### config.mk
export PLATFORM = sky130hd
export DESIGN_NAME = sha1_pipe2_core
export DESIGN_NICKNAME = d
export VERILOG_FILES = /design/src/rtl/sha1_pipe2_pkg.sv /design/src/rtl/sha1_fixed_pad.sv /design/src/rtl/sha1_round_stage.sv /design/src/rtl/sha1_pipe2_core.sv
export SDC_FILE = /design/constraint.sdc
export NUM_CORES = 2
export LEC_CHECK = 0
export BUFFER_PORTS_ARGS = -buffer_cell sky130_fd_sc_hd__buf_2
export CAP_MARGIN = 20
export CELL_PAD_IN_SITES_DETAIL_PLACEMENT = 1
export CELL_PAD_IN_SITES_GLOBAL_PLACEMENT = 2
export CORE_ASPECT_RATIO = 2
export CORE_MARGIN = 2
export CORE_UTILIZATION = 42
export DETAILED_ROUTE_END_ITERATION = 12
export GPL_TIMING_DRIVEN = 1
export PLACE_DENSITY_LB_ADDON = 0.1
export SLEW_MARGIN = 20
export SYNTH_ARGS = -nofsm -noshare
export SYNTH_HDL_FRONTEND = slang
export SYNTH_SLANG_ARGS = --single-unit
### constraint.sdc
create_clock -name clk_i -period 17.4 [get_ports clk_i]
set_clock_uncertainty 0.05 [all_clocks]
set_input_delay 3.48 -clock clk_i [delete_from_list [all_inputs] [get_ports clk_i]]
set_output_delay 3.48 -clock clk_i [all_outputs]
set_load 0.005 [all_outputs]
### src/rtl/sha1_pipe2_pkg.sv
package sha1_pipe2_pkg;

  localparam int unsigned WORD_W  = 32;
  localparam int unsigned WIN_LEN = 16;

  localparam logic [159:0] SHA1_IV =
    160'h67452301_EFCDAB89_98BADCFE_10325476_C3D2E1F0;

  typedef struct packed {
    logic [159:0]                     chain;
    logic [159:0]                     work;  // a,b,c,d,e from msb
    logic [WIN_LEN-1:0][WORD_W-1:0]   win;   // win[0] = W[t]
  } ctx_t;

  function automatic logic [31:0] rotl(input logic [31:0] x, input int unsigned n);
    return (x << n) | (x >> (32 - n));
  endfunction

  function automatic logic [31:0] round_k(input logic [6:0] t);
    if (t < 7'd20)      return 32'h5A827999;
    else if (t < 7'd40) return 32'h6ED9EBA1;
    else if (t < 7'd60) return 32'h8F1BBCDC;
    else                return 32'hCA62C1D6;
  endfunction

  function automatic logic [31:0] round_f(input logic [6:0] t, input logic [31:0] b,
                                          input logic [31:0] c, input logic [31:0] d);
    if (t < 7'd20)      return (b & c) | (~b & d);
    else if (t < 7'd40) return b ^ c ^ d;
    else if (t < 7'd60) return (b & c) | (b & d) | (c & d);
    else                return b ^ c ^ d;
  endfunction

endpackage

### src/rtl/sha1_fixed_pad.sv
module sha1_fixed_pad #(
  parameter int unsigned MSG_BITS = 672
) (
  input  logic         pad_en_i,
  input  logic [511:0] block_i,
  output logic [511:0] block_o
);
  localparam int unsigned DATA_BITS = MSG_BITS % 512;
  localparam logic [511:0] KEEP = ~((512'd1 << (512 - DATA_BITS)) - 512'd1);
  localparam logic [511:0] TAIL = (512'd1 << (511 - DATA_BITS)) | 512'(MSG_BITS);

  assign block_o = pad_en_i ? ((block_i & KEEP) | TAIL) : block_i;
endmodule

### src/rtl/sha1_round_stage.sv
module sha1_round_stage
  import sha1_pipe2_pkg::*;
#(
  parameter int unsigned FIRST  = 0,
  parameter int unsigned ROUNDS = 40,
  parameter int unsigned TAG_W  = 4
) (
  input  logic             clk_i,
  input  logic             rst_ni,
  input  logic             load_i,
  input  ctx_t             ctx_i,
  input  logic [TAG_W-1:0] tag_i,
  output logic             busy_o,
  output logic             last_o,
  output ctx_t             ctx_o,
  output logic [TAG_W-1:0] tag_o
);
  localparam int unsigned CNT_W = $clog2(ROUNDS);

  logic             busy_q;
  logic [CNT_W-1:0] cnt_q;
  ctx_t             ctx_q;
  logic [TAG_W-1:0] tag_q;
  logic [6:0]       t;
  logic [31:0]      a, b, c, d, e, a_n;

  assign t = 7'(FIRST) + 7'(cnt_q);
  assign {a, b, c, d, e} = ctx_q.work;
  assign a_n = rotl(a, 5) + round_f(t, b, c, d) + e + ctx_q.win[0] + round_k(t);

  always_comb begin
    ctx_o.chain = ctx_q.chain;
    ctx_o.work  = {a_n, a, rotl(b, 30), c, d};
    for (int i = 0; i < WIN_LEN - 1; i++) ctx_o.win[i] = ctx_q.win[i+1];
    ctx_o.win[WIN_LEN-1] = rotl(ctx_q.win[13] ^ ctx_q.win[8] ^ ctx_q.win[2] ^ ctx_q.win[0], 1);
  end

  assign busy_o = busy_q;
  assign last_o = busy_q && (cnt_q == CNT_W'(ROUNDS - 1));
  assign tag_o  = tag_q;

  always_ff @(posedge clk_i or negedge rst_ni) begin
    if (!rst_ni) begin
      busy_q <= 1'b0;
      cnt_q  <= '0;
      ctx_q  <= '0;
      tag_q  <= '0;
    end else if (load_i) begin
      busy_q <= 1'b1;
      cnt_q  <= '0;
      ctx_q  <= ctx_i;
      tag_q  <= tag_i;
    end else if (busy_q) begin
      ctx_q  <= ctx_o;
      cnt_q  <= cnt_q + 1'b1;
      if (last_o) busy_q <= 1'b0;
    end
  end

  p_load_start_r3: assert property (@(posedge clk_i) disable iff (!rst_ni)
    load_i |=> busy_q && cnt_q == '0);
  p_run_hold_r3: assert property (@(posedge clk_i) disable iff (!rst_ni)
    (busy_q && !last_o) |=> busy_q);
endmodule

### src/rtl/sha1_pipe2_core.sv
module sha1_pipe2_core
  import sha1_pipe2_pkg::*;
#(
  parameter int unsigned TAG_W    = 4,
  parameter int unsigned MSG_BITS = 672
) (
  input  logic             clk_i,
  input  logic             rst_ni,
  input  logic             valid_i,
  output logic             ready_o,
  input  logic             use_iv_i,
  input  logic             pad_i,
  input  logic [159:0]     chain_i,
  input  logic [511:0]     block_i,
  input  logic [TAG_W-1:0] tag_i,
  output logic             valid_o,
  output logic [159:0]     digest_o,
  output logic [TAG_W-1:0] tag_o
);
  localparam int unsigned STAGE_ROUNDS = 40;

  logic [511:0]     blk;
  ctx_t             in_ctx, s1_ctx, s2_ctx;
  logic             s1_busy, s1_last, s2_busy, s2_last, accept;
  logic [TAG_W-1:0] s1_tag, s2_tag;
  logic [159:0]     sum;

  sha1_fixed_pad #(.MSG_BITS(MSG_BITS)) u_pad (
    .pad_en_i(pad_i), .block_i(block_i), .block_o(blk)
  );

  always_comb begin
    in_ctx.chain = use_iv_i ? SHA1_IV : chain_i;
    in_ctx.work  = in_ctx.chain;
    for (int i = 0; i < WIN_LEN; i++) in_ctx.win[i] = blk[511-32*i -: 32];
  end

  // same-tag blocks must not overlap: block 2 needs block 1's result
  assign ready_o = (!s1_busy || s1_last)
                && !(s1_busy && s1_tag == tag_i)
                && !(s2_busy && !s2_last && s2_tag == tag_i);
  assign accept  = valid_i && ready_o;

  sha1_round_stage #(.FIRST(0), .ROUNDS(STAGE_ROUNDS), .TAG_W(TAG_W)) u_stage1 (
    .clk_i, .rst_ni, .load_i(accept), .ctx_i(in_ctx), .tag_i(tag_i),
    .busy_o(s1_busy), .last_o(s1_last), .ctx_o(s1_ctx), .tag_o(s1_tag)
  );

  sha1_round_stage #(.FIRST(STAGE_ROUNDS), .ROUNDS(STAGE_ROUNDS), .TAG_W(TAG_W)) u_stage2 (
    .clk_i, .rst_ni, .load_i(s1_last), .ctx_i(s1_ctx), .tag_i(s1_tag),
    .busy_o(s2_busy), .last_o(s2_last), .ctx_o(s2_ctx), .tag_o(s2_tag)
  );

  always_comb
    for (int i = 0; i < 5; i++)
      sum[159-32*i -: 32] = s2_ctx.chain[159-32*i -: 32] + s2_ctx.work[159-32*i -: 32];

  always_ff @(posedge clk_i or negedge rst_ni) begin
    if (!rst_ni) begin
      valid_o  <= 1'b0;
      digest_o <= '0;
      tag_o    <= '0;
    end else begin
      valid_o <= s2_last;
      if (s2_last) begin
        digest_o <= sum;
        tag_o    <= s2_tag;
      end
    end
  end

  p_handoff_free_r3: assert property (@(posedge clk_i) disable iff (!rst_ni)
    s1_last |-> (!s2_busy || s2_last));
  p_pulse_r5: assert property (@(posedge clk_i) disable iff (!rst_ni)
    valid_o |=> !valid_o);
  p_out_tag_r4: assert property (@(posedge clk_i) disable iff (!rst_ni)
    s2_last |=> (valid_o && tag_o == $past(s2_tag)));
  p_no_clash_r8: assert property (@(posedge clk_i) disable iff (!rst_ni)
    (accept && s1_busy) |-> (s1_tag != tag_i));
endmodule

==> flow_metrics.tcl <==
set metrics [dict create \
    syn_inst 9981 \
    rsz0062_at_grt "no" \
    max_freq_mhz 112 \
    cts_setup_buffers 0 \
    slowest_delay_ns 0.74 \
    gp_congestion 0.966 \
    drtPass1Iterations 5 \
    min_delay_path_depth 2 \
    num_vias 79900 \
    clk_path_buf_depth 4 \
    grt-ovfl-total 0 \
    dieArea_mm2 0.241 \
    ctsHtreeMaxLevel 4 \
    synthesis.area_mm2 0.0997 \
    crit_top_cell "fa_1" \
    io_pins 847 \
    synth_seq_area_share 0.465 \
    route.detailed.drc 0 \
    cp_max_fo 34 \
    yosys.area.top_type "dfrtp_1" \
    fill_cells 26300 \
    grt_util_all_layers 0.347 \
    synthTopCellsByArea "dfrtp_1 (46%), mux2i_1 (13%), o21ai_0 (7.9%)" \
    timing.setup.tns_ns 0 \
    design.core.area_mm2 0.237 \
    outcome "complete, no violations" \
    setup.worst_path.end_class "register" \
    hold_path.class "reg -> reg" \
    cts.clk_slew.worst_paths_ns 0.07 \
    antenna_left 0 \
    crit_type "reg -> reg" \
    min-delay-start "u_stage1.ctx_o[805]" \
    wl_per_cell_um 31.0 \
    slew_viol_final 0 \
    r2r-start "u_stage2.cnt_q[2]" \
    fp.dieH_um 693 \
    period_share 0.513 \
    hold_viol 0 \
    ys_seq_elements 1851 \
    hpwl_um 325000 \
    reg2reg_depth 29 \
    port_buffers 846 \
    maxCapViolCount 0 \
    grt_max_degree 256 \
    rows 253 \
    cts_buffers 186 \
    insertion_delay_ns 0.88 \
    startpoint "u_stage2.cnt_q[2]" \
    setup_viol 0 \
    synth.avg_cell_area_um2 9.99 \
    synth-async-reset-ratio 1.00 \
    drive_above_1_share 0.125 \
    syn_to_final_growth_pct 13.5 \
    crit_arrival_ns 9.57 \
    cts_sinks 1851 \
    dieWidth_um 348 \
    first_global_vias 80900 \
    cp_slowest_cell "a2111oi_0" \
    yosysWarnings 0 \
    cts-root-buf "clkbuf_16" \
    cts_tree "yes" \
    synth_cell_types 85 \
    required_ns 18.05 \
    relSlewSlack 0.242 \
    antenna_found_initial 36 \
    hold_buffers 0 \
    grt_pass1_wl_um 603000 \
    period_needed_ns 8.92 \
    synth_edf_count 0 \
    drt_iter0_markers 6480 \
    routed_via_density 5.81 \
    tightest_slew_ns 1.14 \
    synth_top_area_frac 0.465 \
    start_util 0.421 \
    dominantRegCellSynth "dfrtp_1" \
    finalNetCount 11700 \
    critPathLaunchType "register" \
    routed_wirelength_um 425000 \
    cts_resized 0 \
]
-- area by class of cell --
type	count	area, um^2	share of cell area
Tap cell	3060	3830	0.0338
Inverter	335	1260	0.0111
Sequential cell	1851	46300	0.409
Clock inverter	79	1100	0.00973
Clock buffer	254	5390	0.0477
Multi-Input combinational cell	7181	49800	0.440
Timing Repair Buffer	968	5390	0.0476
Antenna cell	16	40.0	0.000354
-- metrics by stage --
stage	util	setup slack (ns)	area, um^2	std cells	hold WS [ns]
finish	0.478	8.48	113000	13700	0.387
global placement	0.450	8.56	107000	13400	0.398
CTS	0.478	8.59	113000	13700	0.402
detailed placement	0.450	8.60	107000	13400	0.405
floorplan	-	9.85	99700	9989	0.389
global route	0.478	7.98	113000	13700	0.429
-- critical path, delay by kind of cell (launching register included) --
kind	cells	cell delay, ns
AOI/OAI and AO/OA	10	3.58
adders and majority gates	6	2.27
buffers and inverters	4	1.05
and+or+nand+nor	6	0.88
xor gates and xnor gates	3	0.48
DFF	1	0.46
-- flip-flops by register name, indices dropped and copies added, names as in the netlist --
name and count:
tag_o 4, u_stage2.ctx_o 736, valid_o 1, u_stage2.ctx_q 64, u_stage2.b 32, u_stage2.busy_o 1, u_stage1.busy_o 1, u_stage1.ctx_q 64
u_stage2.cnt_q 6, digest_o 160, u_stage1.tag_o 4, u_stage1.cnt_q 6, u_stage1.b 32, u_stage1.ctx_o 736, u_stage2.tag_o 4
-- per-layer routing --
layer  vias up  GRT usage  part of all wire
met5         -          0           0.00023
met4        16      0.155             0.053
met3       568     0.0417             0.052
met2      2387      0.533              0.44
met1     41600      0.493              0.45
li1      35400          -                 -
-- logic make-up (layout without fill, tap and decap cells) --
| family | count (synthesis) | after routing | share of synthesized area |
|---|---|---|---|
| compound gates | 2336 | 2336 | 0.130 |
| xor+xnor | 405 | 405 | 0.0356 |
| fa+ha+maj | 506 | 506 | 0.0818 |
| buf+inv | 957 | 1636 | 0.0363 |
| flops | 1851 | 1851 | 0.465 |
| mux | 1300 | 1300 | 0.131 |
| other cells | 2 | 26 | 0.0000754 |
| simple gates | 2624 | 2624 | 0.121 |
-- cell usage in the layout, fill, tap and decap left out, drive strengths merged, types with 243 or more instances in the layout --
master  count
fa        243
clkbuf    254
buf       968
nand3b    430
a21oi     354
nand2    1685
xnor2     304
nor2      257
o21ai    1576
ha        263
mux2i    1289
dfrtp    1851
inv       338
-- worst paths after layout --
path / end / slack, ns
worst min-delay path: u_stage2.ctx_o[805] / 0.39
worst min register to register: u_stage2.ctx_o[805] / 0.39
max in group asynchronous: digest_o[49] / 11.46
worst max-delay path: digest_o[159] / 8.48
worst max register to register: digest_o[159] / 8.48
min in group asynchronous: u_stage1.ctx_o[73] / 2.55
-- cells in the mapped netlist, drive strengths merged, types with 243 or more instances --
| master | count |
|---|---|
| nor2 | 257 |
| fa | 243 |
| nand3b | 430 |
| mux2i | 1289 |
| o21ai | 1576 |
| a21oi | 354 |
| inv | 334 |
| xnor2 | 304 |
| ha | 263 |
| nand2 | 1685 |
| clkbuf | 574 |
| dfrtp | 1851 |
Power is left out: the tool's default activity adds up to more than one toggle a clock period on the data nets, which glitch-free logic cannot reach.
